==> src/rtl/gf_tower_pkg.sv <==
package gf_tower_pkg;

  // Strobes issued by the control unit to the datapath each cycle.
  typedef struct packed {
    logic mulLoad;   // capture a new operand product
    logic seqLoad;   // reload the power walk with element 1
    logic seqStep;   // multiply the walk by the step constant
  } tower_ctl_t;

endpackage

==> src/rtl/gf_sub_mul.sv <==
// Combinational multiplier in GF(2^W), polynomial basis.
// POLY holds the reduction polynomial without its x^W term.
module gf_sub_mul #(
  parameter int unsigned W = 6,
  parameter logic [W-1:0] POLY = 6'h03
) (
  input  logic [W-1:0] a,
  input  logic [W-1:0] b,
  output logic [W-1:0] p
);

  // shifted[i] = a * x^i reduced; partial[i] = sum over bits of b below i
  logic [W-1:0] shifted [0:W-1];
  logic [W-1:0] partial [0:W];

  assign shifted[0] = a;
  assign partial[0] = '0;

  for (genvar i = 0; i < W; i++) begin : g_bit
    assign partial[i+1] = partial[i] ^ ({W{b[i]}} & shifted[i]);
    if (i < W - 1) begin : g_shift
      assign shifted[i+1] = {shifted[i][W-2:0], 1'b0}
                          ^ ({W{shifted[i][W-1]}} & POLY);
    end
  end

  assign p = partial[W];

endmodule

==> src/rtl/gf_ext_mul.sv <==
// Quadratic-extension multiplier over GF(2^SUB_W):
// elements hi*X + lo, with X^2 = X + K, where K = CROSS_K.
module gf_ext_mul #(
  parameter int unsigned SUB_W = 6,
  parameter logic [SUB_W-1:0] SUB_POLY = 6'h03,
  parameter logic [SUB_W-1:0] CROSS_K = 6'h21,
  localparam int unsigned FW = 2 * SUB_W
) (
  input  logic [FW-1:0] a,
  input  logic [FW-1:0] b,
  output logic [FW-1:0] p
);

  logic [SUB_W-1:0] aHi, aLo, bHi, bLo;
  logic [SUB_W-1:0] sumProd, lowProd, highProd, crossProd;

  assign aHi = a[FW-1:SUB_W];
  assign aLo = a[SUB_W-1:0];
  assign bHi = b[FW-1:SUB_W];
  assign bLo = b[SUB_W-1:0];

  // (aHi+aLo)(bHi+bLo): middle term of the Karatsuba form
  gf_sub_mul #(.W(SUB_W), .POLY(SUB_POLY)) u_sum (
    .a(aHi ^ aLo), .b(bHi ^ bLo), .p(sumProd)
  );

  gf_sub_mul #(.W(SUB_W), .POLY(SUB_POLY)) u_low (
    .a(aLo), .b(bLo), .p(lowProd)
  );

  gf_sub_mul #(.W(SUB_W), .POLY(SUB_POLY)) u_high (
    .a(aHi), .b(bHi), .p(highProd)
  );

  // X^2 folds back through the fixed constant of the extension polynomial
  gf_sub_mul #(.W(SUB_W), .POLY(SUB_POLY)) u_cross (
    .a(highProd), .b(CROSS_K), .p(crossProd)
  );

  assign p = {sumProd ^ lowProd, crossProd ^ lowProd};

endmodule

==> src/rtl/gf_tower_dp.sv <==
// Datapath: operand product register and power-walk register.
module gf_tower_dp
  import gf_tower_pkg::*;
#(
  parameter int unsigned SUB_W = 6,
  parameter logic [SUB_W-1:0] SUB_POLY = 6'h03,
  parameter logic [SUB_W-1:0] CROSS_K = 6'h21,
  parameter logic [2*SUB_W-1:0] STEP_K = 12'hE01,
  localparam int unsigned FW = 2 * SUB_W
) (
  input  logic          clk,
  input  logic          rstN,
  input  tower_ctl_t    ctl,
  input  logic [FW-1:0] opA,
  input  logic [FW-1:0] opB,
  output logic [FW-1:0] product,
  output logic [FW-1:0] powValue
);

  localparam logic [FW-1:0] ONE = {{(FW-1){1'b0}}, 1'b1};

  logic [FW-1:0] mulRes;
  logic [FW-1:0] stepRes;

  gf_ext_mul #(.SUB_W(SUB_W), .SUB_POLY(SUB_POLY), .CROSS_K(CROSS_K)) u_opMul (
    .a(opA), .b(opB), .p(mulRes)
  );

  gf_ext_mul #(.SUB_W(SUB_W), .SUB_POLY(SUB_POLY), .CROSS_K(CROSS_K)) u_stepMul (
    .a(powValue), .b(STEP_K), .p(stepRes)
  );

  always_ff @(posedge clk or negedge rstN) begin
    if (!rstN) begin
      product <= '0;
    end else if (ctl.mulLoad) begin
      product <= mulRes;
    end
  end

  always_ff @(posedge clk or negedge rstN) begin
    if (!rstN) begin
      powValue <= ONE;
    end else if (ctl.seqLoad) begin
      powValue <= ONE;
    end else if (ctl.seqStep) begin
      powValue <= stepRes;
    end
  end

endmodule

==> src/rtl/gf_tower_ctl.sv <==
// Control: strobe decode, exponent counter, valid and wrap flags.
module gf_tower_ctl
  import gf_tower_pkg::*;
#(
  parameter int unsigned FW = 12
) (
  input  logic          clk,
  input  logic          rstN,
  input  logic          mulValid,
  input  logic          seqStart,
  input  logic          seqEnable,
  output tower_ctl_t    ctl,
  output logic          prodValid,
  output logic [FW-1:0] powIndex,
  output logic          powValid,
  output logic          powWrap
);

  // Group order is 2^FW - 1, so exponents run 0 .. 2^FW - 2
  localparam logic [FW-1:0] IDX_LAST = {{(FW-1){1'b1}}, 1'b0};
  localparam logic [FW-1:0] IDX_ONE  = {{(FW-1){1'b0}}, 1'b1};

  logic atLast;

  assign atLast = (powIndex == IDX_LAST);

  always_comb begin
    ctl.mulLoad = mulValid;
    ctl.seqLoad = seqStart;
    ctl.seqStep = seqEnable & ~seqStart;
  end

  always_ff @(posedge clk or negedge rstN) begin
    if (!rstN) begin
      prodValid <= 1'b0;
    end else begin
      prodValid <= ctl.mulLoad;
    end
  end

  always_ff @(posedge clk or negedge rstN) begin
    if (!rstN) begin
      powIndex <= '0;
      powValid <= 1'b0;
      powWrap  <= 1'b0;
    end else begin
      powValid <= ctl.seqLoad | ctl.seqStep;
      powWrap  <= ctl.seqStep & atLast;
      if (ctl.seqLoad) begin
        powIndex <= '0;
      end else if (ctl.seqStep) begin
        powIndex <= atLast ? '0 : powIndex + IDX_ONE;
      end
    end
  end

endmodule

==> src/rtl/gf_tower_mul.sv <==
// Top: GF(4096) tower-field multiplier with power-sequence stepper.
module gf_tower_mul
  import gf_tower_pkg::*;
#(
  parameter int unsigned SUB_W = 6,
  parameter logic [SUB_W-1:0] SUB_POLY = 6'h03,
  parameter logic [SUB_W-1:0] CROSS_K = 6'h21,
  parameter logic [2*SUB_W-1:0] STEP_K = 12'hE01,
  localparam int unsigned FIELD_W = 2 * SUB_W
) (
  input  logic               clk,
  input  logic               rstN,
  input  logic               mulValid,
  input  logic [FIELD_W-1:0] opA,
  input  logic [FIELD_W-1:0] opB,
  output logic [FIELD_W-1:0] product,
  output logic               prodValid,
  input  logic               seqStart,
  input  logic               seqEnable,
  output logic [FIELD_W-1:0] powValue,
  output logic [FIELD_W-1:0] powIndex,
  output logic               powValid,
  output logic               powWrap
);

  tower_ctl_t ctl;

  gf_tower_ctl #(.FW(FIELD_W)) u_ctl (
    .clk       (clk),
    .rstN      (rstN),
    .mulValid  (mulValid),
    .seqStart  (seqStart),
    .seqEnable (seqEnable),
    .ctl       (ctl),
    .prodValid (prodValid),
    .powIndex  (powIndex),
    .powValid  (powValid),
    .powWrap   (powWrap)
  );

  gf_tower_dp #(
    .SUB_W    (SUB_W),
    .SUB_POLY (SUB_POLY),
    .CROSS_K  (CROSS_K),
    .STEP_K   (STEP_K)
  ) u_dp (
    .clk      (clk),
    .rstN     (rstN),
    .ctl      (ctl),
    .opA      (opA),
    .opB      (opB),
    .product  (product),
    .powValue (powValue)
  );

endmodule

==> config.mk <==
export PLATFORM = sky130hd
export DESIGN_NAME = gf_tower_mul
export DESIGN_NICKNAME = d
export VERILOG_FILES = /design/src/rtl/gf_tower_pkg.sv /design/src/rtl/gf_sub_mul.sv /design/src/rtl/gf_ext_mul.sv /design/src/rtl/gf_tower_dp.sv /design/src/rtl/gf_tower_ctl.sv /design/src/rtl/gf_tower_mul.sv
export SDC_FILE = /design/constraint.sdc
export NUM_CORES = 1
export LEC_CHECK = 0
export ABC_AREA = 1
export BUFFER_PORTS_ARGS = -buffer_cell sky130_fd_sc_hd__buf_2
export CAP_MARGIN = 5
export CORE_MARGIN = 3
export CORE_UTILIZATION = 64
export DETAILED_ROUTE_END_ITERATION = 8
export MAX_ROUTING_LAYER = met4
export PLACE_DENSITY = 0.84
export SYNTH_ARGS = -nofsm -noshare
export SYNTH_HDL_FRONTEND = slang
export SYNTH_HIERARCHICAL = 1
export SYNTH_SLANG_ARGS = --single-unit
==> constraint.sdc <==
create_clock -name clk -period 2.9 [get_ports clk]
set_input_delay 0.145 -clock clk [delete_from_list [all_inputs] [get_ports clk]]
set_output_delay 0.145 -clock clk [all_outputs]
set_load 0.05 [all_outputs]
**Yosys cells after proc, flatten, opt, wreduce, memory -nomap -nowiden**

Cells that the tools add are included.

- Add/subtract/negate cells: 1
- Equality and inequality tests: 1
- Mux-type cells: 5
- Bitwise logic cells: 86
- Reductions and logical operators: 1

Operators by type and width:

| kind | number |
|---|---|
| $xor 6x2->6 | 35 |
| $xor 6x6->6 | 29 |
| $and 6x6->6 | 18 |
| $mux 12 | 5 |
| $add 12x1->12 const B | 1 |
| $eq 12x12->1 const B | 1 |
| $and 1x1->1 | 2 |
| $reduce_bool 2->1 | 1 |
| $not 1->1 | 1 |
| $or 1x1->1 | 1 |

- Register bits after elaboration: 39
- Input bits: 29
- Output and inout port bits: 39
- Logic and storage cells: 100

**Longest topological paths before layout**

Gate-level depths: netlist of run 1.

- Depth in word-level cells: 15
- Depth in mapped cells: 26
- Mapped depth without buffers: 25

**Cells and area by module**

Netlist of run 1, hierarchy kept.

Modules (own cells, without submodules):

| module | instances | cells an instance | area an instance (um^2) | sequential area each (um^2) |
|---|---|---|---|---|
| gf_sub_mul | 8 | 168 | 827.0 | 0.0 |
| gf_tower_dp | 1 | 105 | 960.9 | 601.8 |
| gf_tower_ctl | 1 | 110 | 874.6 | 375.4 |
| gf_ext_mul | 2 | 116 | 435.4 | 0.0 |

**Worst setup path before layout of run 1**

No wires, ideal clock.

- Kind: register to register
- Start: register u_dp.powValue[9]
- End: register u_dp.powValue[1]
- Library setup time: 0.120 ns
- Arrival: 2.415 ns
- Data required time: 2.780 ns
- Setup slack: 0.365 ns
- Cell stages (with the launch flop): 26
- Path buffers: 2
- Clock period less this slack: 2.535 ns
- Cells stage by stage: dfrtp_1 buf_4 inv_2 nand2_1 nand2_1 o21ai_0 nand2_1 nand2_1 nand2_1 nand2_1 nand2_1 buf_2 nand2_1 nand2_1 nor2_1 o21ai_0 nand2_1 nand2_1 nand2_1 nand2_1 nand2_1 inv_1 nand2_1 nand2_1 nand3_1 nand2_1

- Word-level cells in the longest chain between the ends: 15
- Elaborated cells between the ends (all ways): 16
- Classes of those cells: mux (2); bitwise (14)

Ends and longest elaborated chain:

| item | RTL line | RTL |
|---|---|---|
| from (decl) | gf_tower_dp.sv:17 | `output logic [FW-1:0] powValue` |
| from (signal assigned) | gf_tower_dp.sv:47 | `powValue <= stepRes;` |
| $xor 6x2->6 (*) (3 in series) | gf_sub_mul.sv:23 | `^ ({W{shifted[i][W-1]}} & POLY);` |
| $xor 6x2->6 | gf_sub_mul.sv:23 |  |
| $xor 6x6->6 (*) (2 in series) | gf_sub_mul.sv:20 | `assign partial[i+1] = partial[i] ^ ({W{b[i]}} & shifted[i]);` |
| named net u_dp.u_stepMul.highProd[1] | gf_ext_mul.sv:15 | `logic [SUB_W-1:0] sumProd, lowProd, highProd, crossProd;` |
| $xor 6x2->6 (5 in series) | gf_sub_mul.sv:23 |  |
| $xor 6x6->6 (*) | gf_sub_mul.sv:20 |  |
| named net u_dp.u_stepMul.crossProd[1] | gf_ext_mul.sv:15 |  |
| $xor 6x6->6 (*) | gf_ext_mul.sv:40 | `assign p = {sumProd ^ lowProd, crossProd ^ lowProd};` |
| named net u_dp.stepRes[1] | gf_tower_dp.sv:23 | `logic [FW-1:0] stepRes;` |
| $mux 12 (*) | gf_tower_dp.sv:46 | `end else if (ctl.seqStep) begin` |
| $mux 12 (*) | gf_tower_dp.sv:44 | `end else if (ctl.seqLoad) begin` |

Mark *: on every way through the listed nets, which the timed path passes. The rest lies on a longest branch. The select of a mux whose other input is x is not followed.
A chain may end at the register's enable or synchronous reset.

**Worst setup path in the final report of run 1**

- Start: register u_dp.powValue[6]
- End: register u_dp.powValue[4]

- Word-level cells in the longest chain between the ends: 15
- Elaborated cells between the ends (all ways): 16
- Classes of those cells: mux (2); bitwise (14)

Ends and longest elaborated chain:

| item | RTL line |
|---|---|
| $xor 6x2->6 (5 in series) | gf_sub_mul.sv:23 |
| $xor 6x6->6 | gf_sub_mul.sv:20 |
| named net u_dp.u_stepMul.highProd[5] | gf_ext_mul.sv:15 |
| $xor 6x2->6 (5 in series) | gf_sub_mul.sv:23 |
| $xor 6x6->6 | gf_sub_mul.sv:20 |
| named net u_dp.u_stepMul.crossProd[4] | gf_ext_mul.sv:15 |
| $xor 6x6->6 | gf_ext_mul.sv:40 |
| named net u_dp.stepRes[4] | gf_tower_dp.sv:23 |
| $mux 12 | gf_tower_dp.sv:46 |
| $mux 12 | gf_tower_dp.sv:44 |

The timed path passes the listed nets, and every way through them passes these cells. The select of a mux whose other input is x is not followed.

==> results of run 1 <==
registers in the layout, indices dropped and copies added, names as in the netlist:
signal / count
u_ctl/powIndex: 12
u_dp/product: 12
u_ctl/prodValid: 1
u_dp/powValue: 12
u_ctl/powWrap: 1
u_ctl/powValid: 1
cells by family after synthesis:
logic type,synth area share [%]
fa+ha+maj,0.268
xor+xnor,13.0
buf+inv,18.1
other cells,0.242
simple gates,55.8
compound gates,2.20
flops,10.5
per-stage QoR:
stage          utilization (%)  instance area [um^2]  cells  worst slack [ps]  total power [mW]
2_1_floorplan                -                  9740   1901               365              7.81
5_1_grt                   72.4                 10200   2114              43.5              11.1
6_report                  72.4                 10200   2114               459              9.84
3_5_place_dp              71.3                 10000   2106               443              8.99
3_3_place_gp              71.3                 10000   2106               493              8.80
4_1_cts                   72.4                 10200   2114               416              9.59
cells in the mapped netlist (all sizes together):
library cell  count  share of area, %
xnor2            96               9.0
inv             353                14
clkbuf            1             0.040
dfstp             1              0.28
a21o              1             0.081
ha                2              0.27
a21oi             1             0.054
o21ai            36               1.9
clkinv            8              0.32
xor2             42               3.9
conb              6              0.24
nand3           171                12
buf              47               3.5
nand3b            2              0.16
nor3              1             0.054
nand4            17               1.1
nand2           859                37
dfrtp            38                10
o22ai             2              0.13
nor2            107               5.5
routing by layer:
layer	part of all wire (%)	track usage [%]
met5	0	-
met4	2.4	8.64
met3	3.9	2.23
met2	49	49.5
met1	45	33.8
area by class of cell:
type / instances / area [um^2]
multi-input cells: 1453 / 7080
fillers: 1310 / 3870
inverters: 361 / 1360
flip-flops and latches: 39 / 983
repair buffers: 73 / 380
well taps: 180 / 225
clock buffers: 5 / 125
clock inverters: 3 / 23.8
report_power, final:
group          total (mW)  internal (mW)  switching [mW]
combinational        8.41           2.78            5.63
clock               0.559          0.322           0.238
sequential          0.873          0.687           0.186
total                9.84           3.79            6.05
final timing paths:
| kind | end | start | slack [ps] |
|---|---|---|---|
| min in group clk | u_ctl/powWrap | seqEnable | 110 |
| hold reg to reg | u_dp/product[9] | u_dp/product[9] | 520 |
| max in group asynchronous | u_dp/powValue[10] | rstN | 2310 |
| hold / removal | u_ctl/powIndex[2] | rstN | -20 |
| setup reg to reg | u_dp/powValue[4] | u_dp/powValue[6] | 460 |
| setup / recovery | u_dp/powValue[4] | u_dp/powValue[6] | 460 |
what timing repair did:
action                                  in CTS  in global routing
gates resized for setup                      0                  5
buffers inserted                             0                  0
endpoints found under the setup margin       0                  2
==> metrics.txt, run 1 <==
status=finished, violations left; failing checks=negative hold slack; crit-path max cell delay=~500 ps; vias in the first global route=between 9k and 10k; worst min path class=in2async; Final Critical Period=2440 ps; slew margin rel.=41.7%; Worst Path Buf+Inv=5; Max FO, Critical Path=7; share of layout cells above drive strength 1=approximately an eighth; maximum VDD drop=around 620 uV; WP depth=21; Tcrit/Tclk final=between 80% and 90%; fraction of the yosys area taken by sequential cells=10.5%; Post-Route WL=approximately 21000 um; Max Fclk=410 MHz; first-pass GRT wire length=slightly below 40000 um; DRT iter0 DRCs=~520; P_leak=roughly 6.4 nW; synth unique cells=30; layout overhead on the synthesized area=9.07%; core region area=14000 um^2; crit start category=flop; worst path required time=roughly 3100 ps; commonest non-fill, non-tap cell in the layout=nand2_1; grt ovf=0; Max Cap Violations=0; largest net degree at the start of global routing=40; Initial Utilization=between 60% and 70%; critical path cell sequence=inv_1 > nand2_4 > nand2_2 > nor2_2 > xnor2_1 > inv_1 > nand2_1 > nand2_1 > inv_2 > nand2_4 > nand2_2 > nor2_1 > xnor2_1 > inv_1 > nand2_1 > nand2_1 > inv_1 > nand2_1 > nand2_1 > nand3_1 > nand2_1; CP top delay family=simple AND/OR/NAND/NOR gates; critical setup path kind=reg2reg; FF+latch count, synth=39; slowest stage cell, crit path=dfrtp_1; # port buffers=between 60 and 70; TritonCTS clock tree=built; Hold WS=-25.0 ps; clk slew on worst S/H paths=~60 ps; dpl hpwl=17200 um; post-cts hold buffer count=0; clock sink total=39; Setup Viol. Count Final=0; Pwr Density=roughly 970 nW/um^2; Slew Viols, Final=0; clock buffer depth=2; Worst-Margin Slew=875 ps; first drt pass iteration count=5; CTS buffer count=5; Die W=roughly 130 um; post-DR vias/cell=~4.7; num ports=68; Clock Skews=between 2 and 2.5 ps; Syn Area/Cell=5.21 um^2; DRC viols=0; yosys warns=6; R2R cell count=21; H-tree depth=2; Worst Setup End Kind=flop; row cnt=43; diodes inserted=0; RSZ-0062 raised after global routing=false; Skew-Pair Late Insertion Delay=approximately 280 ps; most used cell, CP=nand2_1; Nets=1964; Routed WL per cell=about 10 um; crit path DAT=2660 ps; total track usage=between 20 and 30%; Final ANT Viol Nets=0; die area=~16000 um^2; Die H=around 130 um; clock root buffer=clkbuf_16; Hold Vio Cnt, Final=38; initial antenna violation count=0; placer congestion estimate=~0.87; most frequent cells in the layout=nand2_1 (800), inv_1 (319), nand3_1 (133), conb_1 (116), xnor2_1 (96); TNS Setup=0 ps; Post-Syn Area=roughly 9300 um^2; Syn Inst Count=around 1.8k; vias post-DR=~10k
(Power assumes the default switching activity.)
==> run 2: changes to the inputs <==
--- a/config.mk
+++ b/config.mk
@@ -5,14 +5,14 @@
 export SDC_FILE = /design/constraint.sdc
 export NUM_CORES = 1
 export LEC_CHECK = 0
-export ABC_AREA = 1
+export ABC_AREA = 0
 export BUFFER_PORTS_ARGS = -buffer_cell sky130_fd_sc_hd__buf_2
 export CAP_MARGIN = 5
 export CORE_MARGIN = 3
-export CORE_UTILIZATION = 64
+export CORE_UTILIZATION = 56
 export DETAILED_ROUTE_END_ITERATION = 8
 export MAX_ROUTING_LAYER = met4
-export PLACE_DENSITY = 0.84
+export PLACE_DENSITY = 0.79
 export SYNTH_ARGS = -nofsm -noshare
 export SYNTH_HDL_FRONTEND = slang
 export SYNTH_HIERARCHICAL = 1
==> constraint.sdc (replaced) <==
create_clock -name clk -period 2.2 [get_ports clk]
set_input_delay 0.11 -clock clk [delete_from_list [all_inputs] [get_ports clk]]
set_output_delay 0.11 -clock clk [all_outputs]
set_load 0.05 [all_outputs]
==> run 2 against run 1 <==
  * The flow finishes with violations (negative setup slack)
  * Synthesized cell count is 45% lower
  * Critical path depth is 10 lower
  * Setup slack worse by 970 ps
  * Clock-buffer cell count stayed put
  * Combinational power is 43% higher
  * Sequential power is 34% higher
  * Clock skew is 8.3 ps higher
  * Sequential share of layout area is 1.4 points higher
  * Synthesized area is 22% lower
  * Die area is 10% lower
  * First-iteration DRC count is 17% higher
  * Critical path type unchanged
  * Critical endpoint is now u_dp/powValue[3]
  * Largest cell class unchanged
  * Largest power group unchanged
==> metrics.txt, run 2 <==
status=finished, violations left; failing checks=negative setup slack; crit path DAT=2870 ps (+210 ps); Clock Skews=10.6 ps (+8.26 ps); XOR/XNOR Fraction of Synth Area=34.5% (+22 points); simple logic cell fraction of the synthesized area=22.8% (-33 points); clk slew on worst S/H paths=70 ps (about the same); die area=14400 um^2 (-10%); FF/Latch Area=988 um^2 (+0.51%); grt ovf=0 (unchanged); P_leak=4.05 nW (-36%); post-route setup slack=-507 ps (-966 ps); Reg-to-Reg Start=u_dp/powValue[9]; first-pass GRT wire length=30800 um (-20%); met1 wire length=8400 um (-12%); Final Critical Period=2710 ps (+266 ps); fraction of the yosys area taken by sequential cells=13.4% (+2.9 points); maximum VDD drop=892 uV (+44%); slew margin rel.=63.8% (+22 points); placer congestion estimate=0.941 (+8.4%); CTS buffer count=5 (unchanged); H-tree depth=2 (unchanged); Max Cap Violations=0 (unchanged); Setup Viol. Count Final=11 (+11); Nets=1207 (-39%); Syn Area/Cell=7.37 um^2 (+42%); Post-synth top flop=dfrtp_1; mux cell area share after synthesis=6.94% (+6.9 points); TritonCTS clock tree=built; DRT iter0 DRCs=605 (+17%); Top Registers=u_ctl/powIndex: 12 flops, u_dp/powValue: 12 flops, u_dp/product: 12 flops; Hold Vio Cnt, Final=0 (-100%); num ports=68 (unchanged); largest net degree at the start of global routing=23 (-43%); Max Fclk=369 MHz (-9.8%); Max FO, Critical Path=4 (-3); Post-Layout Cell Count=1349 (-36%); commonest non-fill, non-tap cell in the layout=nand2_1; R2R cell count=11 (-48%); Worst Setup End Kind=flop; Crit Reg-Reg Endpoint=u_dp/powValue[3]; FF+latch count, synth=39 (unchanged); Yosys top cell area share=21.2% (-11 points); most frequent cells in the layout=nand2_1 (216), xnor2_1 (163), buf_4 (110), xor2_1 (89), conb_1 (80); fillcell total=973 (-26%); post-synthesis compound-gate area fraction=13.1% (+11 points); synth unique cells=49 (+63%); most instantiated cells after synthesis=nand2_1 (219), xnor2_1 (176), xor2_1 (96); Die W=120 um (-5.2%); DRC viols=0 (unchanged); r2r setup slk=-510 ps (-970 ps); Post-Syn Area=7290 um^2 (-22%); post-DR vias/cell=5.21 (+10%); most common cell in the netlist=nand2_1; share of layout cells above drive strength 1=25.4% (+12 points); dpl cells=1331 (-37%); Worst-Margin Slew=543 ps (-332 ps); first drt pass iteration count=5 (unchanged); adder-cell share of the synthesized area=0.343% (+0.075 points); area leader, netlist=xnor2_1; ys async rst share=100% (unchanged); layout overhead on the synthesized area=22.8%; RSZ-0062 raised after global routing=true; crit start category=flop; clock root buffer=clkbuf_16; Syn Inst Count=989 (-45%); Tcrit/Tclk final=123% (+39 points); total track usage=26.1% (-1.9 points); worst min path class=in2reg; DR WL met3=834 um (+1.6%); WHS Endpoint=u_ctl/prodValid; Multi-input gate area=6200 um^2 (-12%); Synth area leaders=xnor2_1 (21%), dfrtp_1 (13%), xor2_1 (12%); Pwr Density=1570 nW/um^2 (+62%); initial antenna violation count=0 (unchanged); core region area=12700 um^2 (-9.8%); Hold WS=145 ps (+170 ps); Slew Viols, Final=0 (unchanged); # port buffers=67 (unchanged); clock buffer depth=2 (unchanged); row cnt=41 (-4.7%); Post-synth EDFFs=0 (unchanged); Routed WL per cell=13.9 um (+39%); Max Used Layer=met4; worst path required time=2360 ps (-760 ps); yosys warns=6 (unchanged); hold path start=mulValid; dpl hpwl=13600 um (-21%); WHS Path Cells=1; wire length on met2=9220 um (-11%); Die H=120 um (-5.2%); vias in the first global route=6570 (-28%); Skew-Pair Late Insertion Delay=280 ps (about the same); Final ANT Viol Nets=0 (unchanged); Initial Utilization=57.5% (-8.9 points); clock sink total=39 (unchanged); diodes inserted=0 (unchanged); Setup WS pre-CTS=-357 ps (-800 ps); largest family of logic cells by synthesized area=XOR/XNOR gates; critical setup path kind=reg2reg; Post-Route WL=18800 um (-12%); vias post-DR=7033 (-30%)
run 2: what timing repair did:
| item | CTS | global route |
|---|---|---|
| pin swaps | 15 | 25 |
| gates resized for setup | 14 | 33 |
| buffers inserted | 5 | 4 |
| hold endpoints to repair | 20 | 0 |
| endpoints found under the setup margin | 8 | 16 |
| hold buffers | 1 | 0 |
run 2: final cells by class:
type | count | area share, %
clock buffers | 5 | 1.40
clock inverters | 3 | 0.490
inverters | 21 | 0.881
multi-input cells | 923 | 69.3
flip-flops and latches | 39 | 11.0
well taps | 172 | 2.41
repair buffers | 186 | 14.5
run 2: worst max-delay path by stage:
stage,start,endpoint,cells past startpoint
final,u_dp/powValue[9],u_dp/powValue[3],11
after global routing,u_dp/powValue[9],u_dp/powValue[3],11
after CTS,u_dp/powValue[9],u_dp/powValue[1],13
after detailed placement,u_dp/powValue[9],u_dp/powValue[1],13
after global placement,u_dp/powValue[9],u_dp/powValue[1],13
after floorplan,u_dp/powValue[9],u_dp/powValue[3],13
run 2: kinds of logic (layout without fill, tap and decap cells):
| logic type | after synthesis | after routing |
|---|---|---|
| other | 6 | 80 |
| XOR/XNOR | 280 | 280 |
| buffers and inverters | 101 | 215 |
| adder cells (fa/ha/maj) | 2 | 2 |
| AND/OR/NAND/NOR | 378 | 378 |
| multiplexers | 48 | 48 |
| AO/OA/AOI/OAI | 135 | 135 |
| flip-flops | 39 | 39 |
run 2: power by group:
group | total (mW) | switching [mW] | internal [mW] | leakage [nW]
clock network | 0.848 | 0.313 | 0.535 | 0.0838
logic | 12.0 | 6.46 | 5.58 | 3.47
registers | 1.17 | 0.212 | 0.957 | 0.491
total | 14.1 | 6.98 | 7.07 | 4.05
run 2: worst max-delay path: stages, from the launching register on:
cell and delay (ps):
dfrtp_2 430, mux2_4 310, a22oi_2 230, xnor2_2 160, xnor2_2 180, mux2_4 330
a22oi_2 290, xnor2_2 170, xnor2_1 120, xor2_1 140, mux2i_1 160, nor2_1 70
run 2: layer usage:
metal / track usage, % / vias to the layer above
met5: - / -
met4: 4.87 / 0
met3: 1.74 / 32
met2: 43.9 / 238
met1: 35.1 / 3281
li1: - / 3482
run 2: through the flow:
stage	total power, mW	TNS, ps	util [%]	area (um^2)
finish	14.1	-2610	70.6	8950
global route	15.1	-4180	70.6	8950
CTS	13.4	-1500	69.1	8760
detailed placement	12.1	-2400	66.6	8440
global placement	11.9	-1700	66.6	8440
floorplan	9.88	-2070	-	7640
